<file path="src/rtl/wbuf_pkg.sv">
package wbuf_pkg;
  localparam int WB_AW = 64;
  localparam int WB_DW = 64;
  localparam int WB_BW = WB_DW / 8;

  typedef struct packed {
    logic              line;
    logic [WB_BW-1:0]  be;
    logic [WB_AW-1:0]  addr;
    logic [WB_DW-1:0]  data;
  } wb_entry_t;

  typedef enum logic [1:0] {
    PH_IDLE = 2'd0,
    PH_GAP  = 2'd1,
    PH_DATA = 2'd2
  } wb_phase_t;
endpackage

</file>
<file path="src/rtl/wbuf_fifo.sv">
module wbuf_fifo
  import wbuf_pkg::*;
#(
  parameter int DEPTH = 4,
  localparam int PTR_W = (DEPTH > 1) ? $clog2(DEPTH) : 1,
  localparam int CNT_W = $clog2(DEPTH + 1)
) (
  input  logic             clk,
  input  logic             rst,
  input  logic             push,
  input  wb_entry_t        push_ent,
  input  logic             pop,
  output wb_entry_t        head,
  output logic [CNT_W-1:0] count
);
  wb_entry_t        mem [DEPTH];
  logic [PTR_W-1:0] wr_ptr;
  logic [PTR_W-1:0] rd_ptr;

  function automatic logic [PTR_W-1:0] bump(input logic [PTR_W-1:0] p);
    return (p == PTR_W'(DEPTH - 1)) ? '0 : p + 1'b1;
  endfunction

  // storage has no reset so that it maps to distributed or block memory
  always_ff @(posedge clk) begin
    if (push) mem[wr_ptr] <= push_ent;
  end

  always_ff @(posedge clk) begin
    if (rst) begin
      wr_ptr <= '0;
      rd_ptr <= '0;
      count  <= '0;
    end else begin
      if (push) wr_ptr <= bump(wr_ptr);
      if (pop)  rd_ptr <= bump(rd_ptr);
      case ({push, pop})
        2'b10:   count <= count + 1'b1;
        2'b01:   count <= count - 1'b1;
        default: count <= count;
      endcase
    end
  end

  assign head = mem[rd_ptr];

  // the issuer never drains an empty buffer
  assert_no_underflow_R2: assert property (@(posedge clk) disable iff (rst)
    pop |-> (count != '0));
endmodule

</file>
<file path="src/rtl/wbuf_parity.sv">
module wbuf_parity #(
  parameter int DW = 64,
  localparam int LANES = DW / 8
) (
  input  logic [DW-1:0]    ad,
  output logic [LANES-1:0] chk
);
  for (genvar i = 0; i < LANES; i++) begin : g_lane
    assign chk[i] = ^ad[8*i +: 8];
  end
endmodule

</file>
<file path="src/rtl/wbuf_issuer.sv">
module wbuf_issuer
  import wbuf_pkg::*;
#(
  parameter int DEPTH = 4,
  parameter int GAP_W = 3,
  localparam int CNT_W  = $clog2(DEPTH + 1),
  localparam int BEAT_W = $clog2(2 * DEPTH),
  localparam int HALF_W = WB_DW / 2,
  localparam int LANE_LSB = $clog2(WB_BW)
) (
  input  logic              clk,
  input  logic              rst,
  input  logic              cfg_wide,
  input  logic [GAP_W-1:0]  cfg_gap,
  input  logic              cfg_pipe,
  input  wb_entry_t         head,
  input  logic [CNT_W-1:0]  count,
  output logic              pop,
  input  logic              wr_rdy,
  output logic              bus_valid,
  output logic              bus_addr_cyc,
  output logic              bus_line,
  output logic [WB_BW-1:0]  bus_be,
  output logic [WB_AW-1:0]  bus_ad
);
  logic             wide_q, pipe_q;
  logic [GAP_W-1:0] gap_q, gap_cnt;
  wb_phase_t        phase;
  logic [BEAT_W-1:0] beat, last_beat;
  logic             line_q, hi_q, sgl_last_q, split_pend, xtra_ok;

  logic             have, may_start, use_hi, last_half, half_sel;
  logic [HALF_W-1:0] word;
  logic [WB_DW-1:0] beat_ad;
  logic [WB_AW-1:0] narrow_addr;
  logic [WB_BW-1:0] narrow_be;

  always_comb begin
    have      = (count != '0) && (!head.line || count == CNT_W'(DEPTH));
    may_start = wr_rdy || (pipe_q && xtra_ok);
    use_hi    = split_pend || !(|head.be[WB_BW/2-1:0]);
    last_half = use_hi || !(|head.be[WB_BW-1:WB_BW/2]);
    narrow_addr = {head.addr[WB_AW-1:LANE_LSB], use_hi, {(LANE_LSB-1){1'b0}}};
    narrow_be   = use_hi ? {{(WB_BW/2){1'b0}}, head.be[WB_BW-1:WB_BW/2]}
                         : {{(WB_BW/2){1'b0}}, head.be[WB_BW/2-1:0]};
    half_sel  = line_q ? beat[0] : hi_q;
    word      = half_sel ? head.data[WB_DW-1:HALF_W] : head.data[HALF_W-1:0];
    beat_ad   = wide_q ? head.data : {{HALF_W{1'b0}}, word};
    if (!line_q)     last_beat = '0;
    else if (wide_q) last_beat = BEAT_W'(DEPTH - 1);
    else             last_beat = BEAT_W'(2 * DEPTH - 1);
    pop = (phase == PH_DATA) && (line_q ? (wide_q || beat[0]) : sgl_last_q);
  end

  always_ff @(posedge clk) begin
    if (rst) begin
      wide_q       <= cfg_wide;
      gap_q        <= cfg_gap;
      pipe_q       <= cfg_pipe;
      phase        <= PH_IDLE;
      gap_cnt      <= '0;
      beat         <= '0;
      line_q       <= 1'b0;
      hi_q         <= 1'b0;
      sgl_last_q   <= 1'b0;
      split_pend   <= 1'b0;
      xtra_ok      <= 1'b0;
      bus_valid    <= 1'b0;
      bus_addr_cyc <= 1'b0;
      bus_line     <= 1'b0;
      bus_be       <= '0;
      bus_ad       <= '0;
    end else begin
      bus_valid    <= 1'b0;
      bus_addr_cyc <= 1'b0;
      if (wr_rdy) xtra_ok <= 1'b1;
      case (phase)
        PH_IDLE: begin
          if (have && may_start) begin
            if (!wr_rdy) xtra_ok <= 1'b0;
            bus_valid    <= 1'b1;
            bus_addr_cyc <= 1'b1;
            bus_line     <= head.line;
            line_q       <= head.line;
            beat         <= '0;
            gap_cnt      <= gap_q;
            phase        <= (gap_q == '0) ? PH_DATA : PH_GAP;
            if (wide_q) begin
              bus_ad     <= head.addr;
              bus_be     <= head.line ? '1 : head.be;
              hi_q       <= 1'b0;
              sgl_last_q <= 1'b1;
            end else begin
              bus_ad     <= head.line ? head.addr : narrow_addr;
              bus_be     <= head.line ? {{(WB_BW/2){1'b0}}, {(WB_BW/2){1'b1}}}
                                      : narrow_be;
              hi_q       <= use_hi;
              sgl_last_q <= last_half;
            end
          end
        end
        PH_GAP: begin
          gap_cnt <= gap_cnt - 1'b1;
          if (gap_cnt == GAP_W'(1)) phase <= PH_DATA;
        end
        PH_DATA: begin
          bus_valid <= 1'b1;
          bus_ad    <= beat_ad;
          beat      <= beat + 1'b1;
          if (beat == last_beat) begin
            phase <= PH_IDLE;
            if (!line_q && !wide_q) split_pend <= !sgl_last_q;
          end
        end
        default: phase <= PH_IDLE;
      endcase
    end
  end

  // gap of zero puts the first data beat right after the address cycle
  assert_gap_zero_R3: assert property (@(posedge clk) disable iff (rst)
    (bus_valid && bus_addr_cyc && gap_q == '0) |=> (bus_valid && !bus_addr_cyc));
  // a nonzero gap leaves the bus idle after the address cycle
  assert_gap_idle_R3: assert property (@(posedge clk) disable iff (rst)
    (bus_valid && bus_addr_cyc && gap_q != '0) |=> !bus_valid);
  // without pipelined issue, an address cycle needs write-ready at its edge
  assert_rdy_gate_R8: assert property (@(posedge clk) disable iff (rst)
    (bus_valid && bus_addr_cyc && !pipe_q) |-> $past(wr_rdy));
  // narrow data beats leave the upper half of the bus at zero
  assert_narrow_upper_R7: assert property (@(posedge clk) disable iff (rst)
    (bus_valid && !bus_addr_cyc && !wide_q) |-> (bus_ad[WB_DW-1:HALF_W] == '0));
endmodule

</file>
<file path="src/rtl/wbuf_bus_writer.sv">
module wbuf_bus_writer
  import wbuf_pkg::*;
#(
  parameter int DEPTH = 4,
  parameter int GAP_W = 3
) (
  input  logic              clk,
  input  logic              rst,
  input  logic              cfg_wide,
  input  logic [GAP_W-1:0]  cfg_gap,
  input  logic              cfg_pipe,
  input  logic              in_valid,
  output logic              in_ready,
  input  logic [WB_AW-1:0]  in_addr,
  input  logic [WB_DW-1:0]  in_data,
  input  logic [WB_BW-1:0]  in_be,
  input  logic              in_line,
  input  logic              bus_wr_rdy,
  output logic              bus_valid,
  output logic              bus_addr_cyc,
  output logic              bus_line,
  output logic [WB_BW-1:0]  bus_be,
  output logic [WB_AW-1:0]  bus_ad,
  output logic [WB_BW-1:0]  bus_chk
);
  localparam int CNT_W = $clog2(DEPTH + 1);

  wb_entry_t        push_ent, head;
  logic [CNT_W-1:0] count;
  logic             push, pop;

  assign in_ready = (count != CNT_W'(DEPTH));
  assign push     = in_valid && in_ready;
  assign push_ent = '{line: in_line, be: in_be, addr: in_addr, data: in_data};

  wbuf_fifo #(.DEPTH(DEPTH)) i_fifo (
    .clk(clk), .rst(rst), .push(push), .push_ent(push_ent),
    .pop(pop), .head(head), .count(count)
  );

  wbuf_issuer #(.DEPTH(DEPTH), .GAP_W(GAP_W)) i_issuer (
    .clk(clk), .rst(rst), .cfg_wide(cfg_wide), .cfg_gap(cfg_gap),
    .cfg_pipe(cfg_pipe), .head(head), .count(count), .pop(pop),
    .wr_rdy(bus_wr_rdy), .bus_valid(bus_valid), .bus_addr_cyc(bus_addr_cyc),
    .bus_line(bus_line), .bus_be(bus_be), .bus_ad(bus_ad)
  );

  wbuf_parity #(.DW(WB_DW)) i_parity (.ad(bus_ad), .chk(bus_chk));

  // a full buffer refuses the core
  assert_no_overflow_R1: assert property (@(posedge clk) disable iff (rst)
    ($past(count) == CNT_W'(DEPTH) && !$past(pop)) |-> !in_ready);
endmodule

</file>
<file path="config.mk">
export PLATFORM = sky130hd
export DESIGN_NAME = wbuf_bus_writer
export DESIGN_NICKNAME = d
export VERILOG_FILES = /design/src/rtl/wbuf_pkg.sv /design/src/rtl/wbuf_fifo.sv /design/src/rtl/wbuf_parity.sv /design/src/rtl/wbuf_issuer.sv /design/src/rtl/wbuf_bus_writer.sv
export SDC_FILE = /design/constraint.sdc
export NUM_CORES = 1
export LEC_CHECK = 0
export BUFFER_PORTS_ARGS = -buffer_cell sky130_fd_sc_hd__buf_2
export CORE_AREA = 3 3 249 349
export DETAILED_ROUTE_END_ITERATION = 10
export DIE_AREA = 0 0 252 352
export PLACE_DENSITY_LB_ADDON = 0.15
export SETUP_SLACK_MARGIN = 0.2
export SYNTH_ARGS = -nofsm -noshare
export SYNTH_HDL_FRONTEND = slang
export SYNTH_SLANG_ARGS = --single-unit
</file>
<file path="constraint.sdc">
create_clock -name clk -period 6.4 [get_ports clk]
set_clock_uncertainty 0.2 [all_clocks]
set_input_delay 0.32 -clock clk [delete_from_list [all_inputs] [get_ports clk]]
set_output_delay 0.32 -clock clk [all_outputs]
set_load 0.02 [all_outputs]
</file>
==> qor.yml <==
pwr:
  ir_worst_vdd_mv: 0.209
  p_per_area_mw_per_mm2: 329
  power_uw: 10300
  leakage_uw: 0.0105
critical_path:
  critPathLaunchType: "flip-flop"
  cp-end-kind: "flip-flop"
  rrSetupSlack_ns: 2.89
  worstPathRequired_ns: 6.70
  crit_top_cell: "buf_4"
  crit_chain: "mux4_2 -> a2111oi_4 -> buf_4 -> o21ai_4 -> buf_4 -> o32ai_1"
  slowest_stage: "mux4_2"
  cp.arrival_ns: 3.80
  cp_max_fo: 37
  crit_type: "flip-flop to flip-flop"
  max_stage_delay_ns: 0.76
timing:
  layout_min_cycle_time_ns: 3.51
  rsz0062_at_grt: "no"
  fin_crit_sh_pct: 54.8
  max_slew.worst_pin.slew_ns: 1.10
  tns_ns: 0
  slew_headroom_pct: 26.6
  holdWs_ns: 0.235
  clock.fmax_mhz: 285
  finalMaxSlewViolations: 0
  final-setup-viol-count: 0
  hold_viol_final: 0
die:
  row_count: 126
  die_w_um: 252
  die_h_um: 352
  dieArea_mm2: 0.0887
  io-pin-count: 230
  core_mm2: 0.0842
  start_util_pct: 29.8
routing:
  drc: 0
  firstDrtPassIters: 5
  viasPerCell: 4.90
  wl_per_cell_um: 25.2
  vias: 14108
  drt_wl_total_mm: 72.4
  drtAntennaViolNets: 0
  drtIter0Drc: 816
yosys:
  synth_top_area_share_pct: 66.1
  yosysTopAreaCell: "edfxtp_1"
  synth_area_mm2: 0.0251
  synth_xor_area_share_pct: 2.09
  muxShareOfSynthArea_pct: 12.5
  syn_inst: 1344
  ys_ff_latch: 649
  async_flop_share_pct: 0
  synth_compound_area_share_pct: 5.71
  synth_cell_type_count: 48
  synth_top_family_by_area: "multiplexers"
  yosys.area_share.simple_pct: 3.70
  synth-edff-count: 553
  synth_flop_cell: "edfxtp_1"
  yosys-top-cells-area: "edfxtp_1, mux4_2, dfxtp_1"
  synth.avg_cell_area_um2: 18.7
  synth_adder_area_share_pct: 0.528
  ys_warn_count: 0
  syn_nets: 1500
  ys_seq_area_share_pct: 73.8
layout:
  area_growth_pct: 24.9
  drive_gt1_share_pct: 28.6
  fillers: 7995
  multiInputGateArea_mm2: 0.00624
  regArea_mm2: 0.0185
  fin_nets: 1881
global_route:
  grt_pass1_wl_mm: 106
  grt_usage_pct: 16.4
  antenna_found_initial: 21
  grt_max_degree: 94
  gr-total-overflow: 0
  grt_pass1_vias: 15046
clocking:
  cts_sinks: 649
  cts_buffers: 71
  h-tree-depth: 3
  cts_tree: "yes"
  clock_path_buffers: 3
  root_buffer: "clkbuf_16"
  insertion_delay_ns: 0.61
  cts_resized: 0
  clk_pin_slew_ns: 0.06
place:
  io_buffers: 229
  dp_hpwl_mm: 43.5
  place.gp.congestion: 0.698
min_path:
  worstHoldPathType: "input port to flip-flop"
  hold_path.startpoint: "cfg_wide"
run:
  cap_violations: 0
status:
  status: "complete, no violations"
-- kinds of logic (layout without fill, tap and decap cells) --
kind of cell               Yosys count  count (layout)
and+or+nand+nor                    193             193
DFF                                649             649
adders and majority gates           10              10
AOI/OAI and AO/OA                  187             187
xor gates and xnor gates            60              60
buffers and inverters              102             537
other                                0              12
muxes                              143             143
-- flip-flops by register name (all words and copies together), names as in the netlist, named ones only --
name,cells
i_issuer.pipe_q,1
i_issuer.split_pend,1
i_issuer.bus_ad,64
i_fifo.mem,548
i_issuer.wide_q,1
i_issuer.beat,3
i_issuer.bus_be,8
i_issuer.hi_q,1
i_issuer.phase,2
i_issuer.gap_q,3
i_fifo.rd_ptr,2
i_fifo.wr_ptr,2
i_issuer.bus_addr_cyc,1
i_issuer.bus_valid,1
i_issuer.xtra_ok,1
i_fifo.count,3
i_issuer.gap_cnt,3
i_issuer.bus_line,1
i_issuer.sgl_last_q,1
-- critical path, delay by kind of cell, from the launching register on --
kind | cells | cell delay (ns)
buffers and inverters | 2 | 0.84
AO/OA/AOI/OAI | 3 | 0.81
flip-flops | 1 | 0.73
multiplexers | 1 | 0.76
-- cell usage after synthesis, types with 2 or more instances --
cell,n
clkbuf_1,61
a21oi_1,17
dfxtp_1,96
a211oi_1,66
nand3b_1,3
mux2_2,2
o21a_1,2
a22oi_1,32
nor2_1,46
buf_1,3
xor2_1,12
and3_1,36
mux4_2,137
a21boi_0,2
o211ai_1,4
inv_1,14
a311oi_1,2
ha_1,9
nand2b_1,7
nor4_1,2
nand2_1,47
a221oi_1,6
o21ai_0,9
o32ai_1,34
edfxtp_1,553
nand3_1,4
or2_2,3
xnor2_1,48
mux2i_1,4
buf_2,24
o21ai_1,2
nor3_1,38
or3_1,4
-- final cells by class --
cell class	instances	area share, %
Antenna cell	12	0.0958
Clock buffer	95	6.15
Clock inverter	32	1.22
Inverter	14	0.168
Multi-Input combinational cell	593	19.9
Sequential cell	649	59.1
Tap cell	1088	4.34
Timing Repair Buffer	396	9.02
-- metrics by stage --
step | area [um^2] | util, % | setup WS, ns | cells
2_1_floorplan | 25100 | - | 1.65 | 1344
3_3_place_gp | 27600 | 32.7 | 2.89 | 2594
3_5_place_dp | 27600 | 32.7 | 2.78 | 2594
4_1_cts | 31300 | 37.2 | 2.79 | 2867
5_1_grt | 31300 | 37.2 | 2.70 | 2874
6_report | 31400 | 37.2 | 2.89 | 2879
-- where the power goes --
part / internal, uW / switching, uW / total (uW)
combinational: 484 / 735 / 1220
sequential: 4830 / 143 / 4970
clock: 2440 / 1670 / 4120
-- layout by cell type, fill, tap and decap left out, drive strengths merged, types with 36 or more instances in the layout --
| master | netlist | layout |
|---|---|---|
| a211oi | 66 | 66 |
| dlygate4sd3 | 0 | 146 |
| and3 | 36 | 36 |
| nand2 | 47 | 47 |
| buf | 27 | 250 |
| nor3 | 38 | 38 |
| clkbuf | 61 | 95 |
| mux4 | 137 | 137 |
| xnor2 | 48 | 48 |
| edfxtp | 553 | 553 |
| nor2 | 46 | 46 |
| dfxtp | 96 | 96 |
-- worst paths after layout --
check | end | cells past startpoint
max | i_issuer.bus_ad[7]$_SDFFE_PP0P_ | 6
max reg2reg | i_issuer.bus_ad[7]$_SDFFE_PP0P_ | 6
min reg2reg | i_issuer.bus_be[4]$_SDFFE_PP0P_ | 2
min | i_issuer.wide_q$_DFFE_PP_ | 2
-- routing by layer --
| layer | global-route usage, % | share of wire, % |
|---|---|---|
| met1 | 20.5 | 41 |
| met2 | 28.5 | 52 |
| met3 | 3.14 | 4.7 |
| met4 | 5.24 | 2.4 |
| met5 | 0 | 0.037 |
-- repair_timing --
action | CTS | global route
buffers inserted | 0 | 0
endpoints found under the setup margin | 0 | 0
hold buffers | 146 | 0
endpoints found under the hold margin | 566 | 0
Note: power is estimated with default switching activity, not from simulation.
